`config.mk`:
```
export PLATFORM = sky130hd
export DESIGN_NAME = dm_delta_seq
export DESIGN_NICKNAME = d
export VERILOG_FILES = /design/src/rtl/dm_delta_pkg.sv /design/src/rtl/dm_fx_mul.sv /design/src/rtl/dm_fx_addsat.sv /design/src/rtl/dm_pair_calc.sv /design/src/rtl/dm_delta_ctrl.sv /design/src/rtl/dm_delta_seq.sv
export SDC_FILE = /design/constraint.sdc
export NUM_CORES = 2
export LEC_CHECK = 0
export BUFFER_PORTS_ARGS = -buffer_cell sky130_fd_sc_hd__buf_2
export CAP_MARGIN = 20
export CORE_MARGIN = 1
export CORE_UTILIZATION = 50
export DETAILED_ROUTE_END_ITERATION = 10
export GPL_TIMING_DRIVEN = 1
export PLACE_DENSITY = 0.71
export SYNTH_ARGS = -nofsm -noshare
export SYNTH_HDL_FRONTEND = slang
export SYNTH_HIERARCHICAL = 1
export SYNTH_SLANG_ARGS = --single-unit
```
`constraint.sdc`:
```
create_clock -name clk -period 49.9 [get_ports clk]
set_input_delay 9.98 -clock clk [delete_from_list [all_inputs] [get_ports clk]]
set_output_delay 9.98 -clock clk [all_outputs]
set_load 0.01 [all_outputs]
```
`src/rtl/dm_delta_pkg.sv`:
```
package dm_delta_pkg;
  typedef enum logic [1:0] {
    OP_READ  = 2'd0,
    OP_RESET = 2'd1,
    OP_SET   = 2'd2
  } dm_op_e;

  typedef enum logic [2:0] {
    ST_IDLE = 3'd0,
    ST_RD   = 3'd1,
    ST_WAIT = 3'd2,
    ST_RST  = 3'd3,
    ST_SET  = 3'd4
  } dm_state_e;
endpackage

```
`src/rtl/dm_fx_mul.sv`:
```
module dm_fx_mul #(
  parameter int DW = 16,
  parameter int FW = 8
) (
  input  logic signed [DW-1:0] a_i,
  input  logic signed [DW-1:0] b_i,
  output logic signed [DW-1:0] y_o
);
  localparam int PW = 2 * DW;
  localparam logic signed [PW-1:0] HALF = {{(PW-1){1'b0}}, 1'b1} << (FW - 1);
  localparam logic signed [PW-1:0] MAXV = {{(DW+1){1'b0}}, {(DW-1){1'b1}}};
  localparam logic signed [PW-1:0] MINV = {{(DW+1){1'b1}}, {(DW-1){1'b0}}};

  logic signed [PW-1:0] prod;
  logic signed [PW-1:0] rnd;

  always_comb begin
    prod = PW'(a_i) * PW'(b_i);
    rnd  = (prod + HALF) >>> FW;
    if (rnd > MAXV)      y_o = MAXV[DW-1:0];
    else if (rnd < MINV) y_o = MINV[DW-1:0];
    else                 y_o = rnd[DW-1:0];
  end
endmodule

```
`src/rtl/dm_fx_addsat.sv`:
```
module dm_fx_addsat #(
  parameter int DW = 16
) (
  input  logic signed [DW-1:0] a_i,
  input  logic signed [DW-1:0] b_i,
  input  logic                 sub_i,
  output logic signed [DW-1:0] y_o
);
  logic signed [DW:0] sum;

  always_comb begin
    if (sub_i) sum = {a_i[DW-1], a_i} - {b_i[DW-1], b_i};
    else       sum = {a_i[DW-1], a_i} + {b_i[DW-1], b_i};
    if (sum[DW] != sum[DW-1]) y_o = {sum[DW], {(DW-1){~sum[DW]}}};
    else                      y_o = sum[DW-1:0];
  end
endmodule

```
`src/rtl/dm_pair_calc.sv`:
```
module dm_pair_calc #(
  parameter int DW = 16,
  parameter int FW = 8
) (
  input  logic signed [DW-1:0] cur1_i,
  input  logic signed [DW-1:0] cur2_i,
  input  logic signed [DW-1:0] c1_i,
  input  logic signed [DW-1:0] c2_i,
  input  logic signed [DW-1:0] step_i,
  input  logic                 pos_i,
  output logic signed [DW-1:0] icc1_o,
  output logic signed [DW-1:0] icc2_o
);
  localparam int LANES = 2;

  logic signed [DW-1:0] cur   [LANES];
  logic signed [DW-1:0] scl_k [LANES];
  logic signed [DW-1:0] scl   [LANES];
  logic signed [DW-1:0] st    [LANES];
  logic signed [DW-1:0] icc   [LANES];
  logic                 lsub  [LANES];

  assign cur[0]   = cur1_i;
  assign cur[1]   = cur2_i;
  assign scl_k[0] = c1_i;
  assign scl_k[1] = c2_i;
  assign lsub[0]  = ~pos_i;
  assign lsub[1]  = pos_i;

  for (genvar g = 0; g < LANES; g++) begin : g_lane
    dm_fx_mul #(.DW(DW), .FW(FW)) u_scale (
      .a_i(cur[g]), .b_i(scl_k[g]), .y_o(scl[g]));
    dm_fx_addsat #(.DW(DW)) u_adj (
      .a_i(scl[g]), .b_i(step_i), .sub_i(lsub[g]), .y_o(st[g]));
    dm_fx_mul #(.DW(DW), .FW(FW)) u_icc (
      .a_i(st[g]), .b_i(c2_i), .y_o(icc[g]));
  end

  assign icc1_o = icc[0];
  assign icc2_o = icc[1];
endmodule

```
`src/rtl/dm_delta_ctrl.sv`:
```
module dm_delta_ctrl
  import dm_delta_pkg::*;
#(
  parameter int NPAIRS = 8,
  parameter int IW     = 10
) (
  input  logic          clk,
  input  logic          rst_n,
  input  logic          go_i,
  input  logic          cmd_ready_i,
  input  logic          rsp_valid_i,
  output logic          idle_o,
  output logic          cmd_valid_o,
  output dm_op_e        op_o,
  output logic [IW-1:0] idx_o,
  output logic          cap_en_o,
  output logic          done_o
);
  localparam logic [IW-1:0] LAST = IW'(NPAIRS - 1);

  dm_state_e     state_q, state_d;
  logic [IW-1:0] idx_q, idx_d;
  logic          done_q, done_d;
  logic          st_en, idx_en;
  logic          hs;

  assign hs = cmd_valid_o & cmd_ready_i;

  always_comb begin
    state_d = state_q;
    idx_d   = idx_q;
    done_d  = 1'b0;
    case (state_q)
      ST_IDLE: if (go_i) begin state_d = ST_RD; idx_d = '0; end
      ST_RD:   if (hs) state_d = ST_WAIT;
      ST_WAIT: if (rsp_valid_i) state_d = ST_RST;
      ST_RST:  if (hs) state_d = ST_SET;
      ST_SET:  if (hs) begin
                 if (idx_q == LAST) begin state_d = ST_IDLE; done_d = 1'b1; end
                 else begin state_d = ST_RD; idx_d = idx_q + 1'b1; end
               end
      default: state_d = ST_IDLE;
    endcase
  end

  assign st_en  = (state_d != state_q);
  assign idx_en = (idx_d != idx_q);

  always_ff @(posedge clk or negedge rst_n) begin
    if (!rst_n) begin
      state_q <= ST_IDLE;
      idx_q   <= '0;
      done_q  <= 1'b0;
    end else begin
      if (st_en)  state_q <= state_d;
      if (idx_en) idx_q   <= idx_d;
      done_q <= done_d;
    end
  end

  always_comb begin
    idle_o      = (state_q == ST_IDLE);
    cmd_valid_o = (state_q == ST_RD) || (state_q == ST_RST) || (state_q == ST_SET);
    cap_en_o    = (state_q == ST_WAIT) && rsp_valid_i;
    case (state_q)
      ST_RST:  op_o = OP_RESET;
      ST_SET:  op_o = OP_SET;
      default: op_o = OP_READ;
    endcase
  end

  assign idx_o  = idx_q;
  assign done_o = done_q;
endmodule

```
`src/rtl/dm_delta_seq.sv`:
```
module dm_delta_seq
  import dm_delta_pkg::*;
#(
  parameter int DW     = 16,
  parameter int FW     = 8,
  parameter int IW     = 10,
  parameter int NPAIRS = 8
) (
  input  logic          clk,
  input  logic          rst_n,
  input  logic          start_i,
  input  logic          pre_spike_i,
  input  logic [DW-1:0] pred_i,
  input  logic [DW-1:0] tgt_i,
  input  logic [DW-1:0] thresh_i,
  input  logic [DW-1:0] eta_i,
  input  logic [DW-1:0] c1_i,
  input  logic [DW-1:0] c2_i,
  output logic          cmd_valid_o,
  input  logic          cmd_ready_i,
  output logic [1:0]    cmd_op_o,
  output logic [IW-1:0] cmd_idx_o,
  output logic [DW-1:0] cmd_icc1_o,
  output logic [DW-1:0] cmd_icc2_o,
  input  logic          rsp_valid_i,
  input  logic [DW-1:0] rsp_cur1_i,
  input  logic [DW-1:0] rsp_cur2_i,
  output logic          busy_o,
  output logic          done_o
);
  localparam logic [DW-1:0] MAXPOS = {1'b0, {(DW-1){1'b1}}};

  logic signed [DW:0]   diff;
  logic        [DW:0]   mag;
  logic        [DW-1:0] mag_sat;
  logic                 over_th, go, idle, cap_en;
  logic signed [DW-1:0] step_c;
  logic signed [DW-1:0] step_q, c1_q, c2_q, cur1_q, cur2_q;
  logic                 pos_q;
  logic signed [DW-1:0] icc1, icc2;
  dm_op_e               op;

  always_comb begin
    diff    = $signed({pred_i[DW-1], pred_i}) - $signed({tgt_i[DW-1], tgt_i});
    mag     = diff[DW] ? -diff : diff;
    mag_sat = (mag[DW:DW-1] != 2'b00) ? MAXPOS : mag[DW-1:0];
    over_th = $signed({1'b0, mag_sat}) > $signed({thresh_i[DW-1], thresh_i});
  end

  assign go = start_i & pre_spike_i & over_th & idle;

  dm_fx_mul #(.DW(DW), .FW(FW)) u_step (
    .a_i($signed(eta_i)), .b_i($signed(mag_sat)), .y_o(step_c));

  always_ff @(posedge clk or negedge rst_n) begin
    if (!rst_n) begin
      step_q <= '0;
      c1_q   <= '0;
      c2_q   <= '0;
      pos_q  <= 1'b0;
    end else if (go) begin
      step_q <= step_c;
      c1_q   <= $signed(c1_i);
      c2_q   <= $signed(c2_i);
      pos_q  <= (diff > 0);
    end
  end

  always_ff @(posedge clk or negedge rst_n) begin
    if (!rst_n) begin
      cur1_q <= '0;
      cur2_q <= '0;
    end else if (cap_en) begin
      cur1_q <= $signed(rsp_cur1_i);
      cur2_q <= $signed(rsp_cur2_i);
    end
  end

  dm_delta_ctrl #(.NPAIRS(NPAIRS), .IW(IW)) u_ctrl (
    .clk(clk), .rst_n(rst_n), .go_i(go), .cmd_ready_i(cmd_ready_i),
    .rsp_valid_i(rsp_valid_i), .idle_o(idle), .cmd_valid_o(cmd_valid_o),
    .op_o(op), .idx_o(cmd_idx_o), .cap_en_o(cap_en), .done_o(done_o));

  dm_pair_calc #(.DW(DW), .FW(FW)) u_calc (
    .cur1_i(cur1_q), .cur2_i(cur2_q), .c1_i(c1_q), .c2_i(c2_q),
    .step_i(step_q), .pos_i(pos_q), .icc1_o(icc1), .icc2_o(icc2));

  assign cmd_op_o   = op;
  assign cmd_icc1_o = (op == OP_READ) ? '0 : icc1;
  assign cmd_icc2_o = (op == OP_READ) ? '0 : icc2;
  assign busy_o     = ~idle;
endmodule

```
==> impl_metrics.csv <==
group,metric,value,unit
floorplanning,dieHeight,343.7,µm
floorplanning,rows,124,
global_routing,grt_pass1_vias,46416,
timing,worst_hold_slack,517.2,ps
worst_setup_path,cp_slowest_cell,"a21oi_2",
logic_synthesis,syn_avg_cell_area,8.979,µm²
cells_and_area,areaGrowthSynthToFinish,4.159,%
clocking,hold_buffers,0,
worst_setup_path,cp_common_cell,"fa_1",
worst_setup_path,worstPathRequired,39920,ps
timing,tightestPinTransition,1075,ps
timing,max-slew-margin-rel,0.2833,
clocking,cts.sinks,95,
logic_synthesis,synth_edf_count,0,
timing,worst_clock_skew,16.26,ps
route,drt-total-wl,145400,µm
logic_synthesis,yosysSeqAreaShare,0.04073,
timing,layout_setup_ws,21930,ps
global_routing,antenna_found_initial,13,
clocking,clock_latency,440,ps
worst_setup_path,crit_path_end_kind,"output pin",
logic_synthesis,syn_area,58370,µm²
floorplanning,core,115000,µm²
worst_setup_path,criticalPathCategory,"register to output pin",
hold_path,min_path_type,"register to register",
route,drc,0,
clocking,cts_tree,"built",
global_routing,overflow,0,
route,dr.pass1.iters,6,
timing,min_period_over_period,0.5606,
cells_and_area,fin_nets,8414,
floorplanning,ios,181,
route,viasPerCell,5.377,
route,drt_iter0_markers,2772,
logic_synthesis,ys.flop_type,"dfrtp_1",
route,drtAntennaViolNets,0,
global_routing,grt_max_degree,62,
timing,final.min_clock_period,27970,ps
worst_setup_path,critPathMaxFanout,17,
clocking,ctsResizeCount,0,
logic_synthesis,ys_async_sr_fraction,1.000,
clocking,cts_setup_buffers,0,
cells_and_area,fin_util,0.5288,
timing,rsz0062_at_grt,"no",
placement,place_ws,22180,ps
global_routing,track_usage,0.2557,
placement,globalplace.congestion,0.9240,
worst_setup_path,start_kind,"register",
clocking,clk_path_buf_depth,2,
placement,dp_hpwl,117500,µm
timing,fmax,35.75,MHz
global_routing,grt_pass1_wl,240400,µm
logic_synthesis,synth.distinct_cells,125,
route,routedWlPerCell,18.10,µm
timing,finalHoldViolCount,0,
floorplanning,die_w,343.7,µm
clocking,clkTransAtPathRegs,100,ps
job,drv_cap,0,
logic_synthesis,netlist_instances,6501,
worst_setup_path,crit_arrival,17990,ps
worst_setup_path,slowest_delay,930,ps
logic_synthesis,ys_ff_latch,95,
clocking,root_buffer,"clkbuf_16",
clocking,cts_buffers,9,
clocking,htree_levels,3,
timing,final-setup-viol-count,0,
floorplanning,start_util,0.5077,
timing,fin_setup_tns,0,ps
cells_and_area,drive_gt1_frac,0.06873,
logic_synthesis,yosysWarnings,6,
timing,slew_violations,0,
floorplanning,dieArea,118100,µm²
route,vias,43187,
placement,io_buffers,180,
status,status,"finished, final reports clean",
-- layout make-up --
class,instances,area (µm²)
Clock buffer,10,239.0
Multi-Input combinational cell,4603,49090
Clock inverter,6,63.81
Fill cell,10562,54170
Antenna cell,2,5.005
Inverter,1594,5984
Timing Repair Buffer,210,1136
Sequential cell,95,2384
Tap cell,1512,1892
-- cell families (layout without fill, tap and decap cells) --
kind of cell / after synthesis / in the layout / share of synthesized area
XOR/XNOR: 239 / 239 / 0.03638
flip-flops: 95 / 95 / 0.04073
AND/OR/NAND/NOR: 1821 / 1821 / 0.1573
multiplexers: 94 / 94 / 0.01824
other: 2 / 9 / 0.0001287
buffers and inverters: 1808 / 1820 / 0.1189
AO/OA/AOI/OAI: 657 / 657 / 0.07736
adder cells (fa/ha/maj): 1785 / 1785 / 0.5509
-- cells in the mapped netlist, types with 9 or more instances --
cell / number / area [µm²]
and2_1: 591 / 3697
nand2_1: 750 / 2815
nand4_1: 33 / 206.5
buf_1: 9 / 33.78
nor2b_1: 49 / 306.5
fa_1: 1313 / 26290
o21bai_1: 13 / 97.59
nor4_1: 12 / 75.07
o211ai_1: 27 / 202.7
nand3_1: 37 / 185.2
a21oi_1: 198 / 991.0
clkbuf_1: 169 / 634.4
o21ai_2: 27 / 236.5
xnor2_1: 157 / 1375
dfrtp_1: 95 / 2377
nor3_1: 46 / 230.2
o21ai_0: 108 / 540.5
and3_1: 21 / 131.4
ha_1: 454 / 5680
buf_2: 17 / 85.08
buf_6: 12 / 135.1
a21boi_0: 9 / 67.56
maj3_1: 9 / 90.09
xor2_1: 78 / 683.2
mux2_2: 84 / 945.9
o21ai_1: 16 / 80.08
nor2_1: 164 / 615.6
a31oi_1: 26 / 162.7
nand2_2: 12 / 75.07
nand2b_1: 41 / 256.5
maj3_2: 9 / 101.4
inv_1: 1592 / 5976
o21a_1: 26 / 195.2
a21o_1: 54 / 405.4
a211oi_1: 20 / 150.1
-- final timing paths --
kind,startpoint,to,slack (ps),cells after the start
worst max-delay path,c1_q[2],cmd_icc1_o[2],21930,57
worst min-delay path,c2_q[12],c2_q[12],520,1
worst max register to register,u_ctrl/state_q[1],u_ctrl/idx_o[0],46950,6
worst min register to register,c2_q[12],c2_q[12],520,1
max in group asynchronous,rst_n,c2_q[9],39030,2
min in group asynchronous,rst_n,c2_q[8],9550,1
-- stage by stage --
stage,cell area (µm²),instances
2_1_floorplan,58390,6506
3_3_place_gp,60440,8009
3_5_place_dp,60440,8009
4_1_cts,60750,8025
5_1_grt,60800,8032
6_report,60800,8032
-- cell usage in the layout (no fill, tap or decap), types with 49 or more instances in the layout --
master,count
a21o_1,54
inv_1,1592
nor2b_1,49
o21ai_0,107
a21oi_1,197
fa_1,1313
buf_2,179
xnor2_1,157
nor2_1,163
nand2_1,750
ha_1,454
and2_1,591
dfrtp_1,90
mux2_2,84
xor2_1,78
-- worst max-delay path: cells and delay by family, from the launching register on --
kind,cells,cell delay (ps)
compound gates,18,5550
simple gates,7,1590
fa+ha+maj,16,7620
xor+xnor,3,950
buf+inv,13,1030
flops,1,780
-- sequential cells by signal, summed over array words and instances, names as in the netlist --
register and count:
c2_q 16, u_ctrl/done_o 1, u_ctrl/idx_o 10, c1_q 16, cur1_q 16, cur2_q 16
pos_q 1, u_ctrl/state_q 3, step_q 16
-- per-layer routing --
layer | up-vias | GRT usage | wire length, µm
li1 | 19590 | - | -
met1 | 22012 | 0.3326 | 60480
met2 | 1333 | 0.4393 | 71470
met3 | 238 | 0.03117 | 8471
met4 | 14 | 0.09028 | 4868
met5 | - | 0 | 68
Power is left out: the tool's default activity adds up to more than one toggle a clock period on the data nets, which glitch-free logic cannot reach.
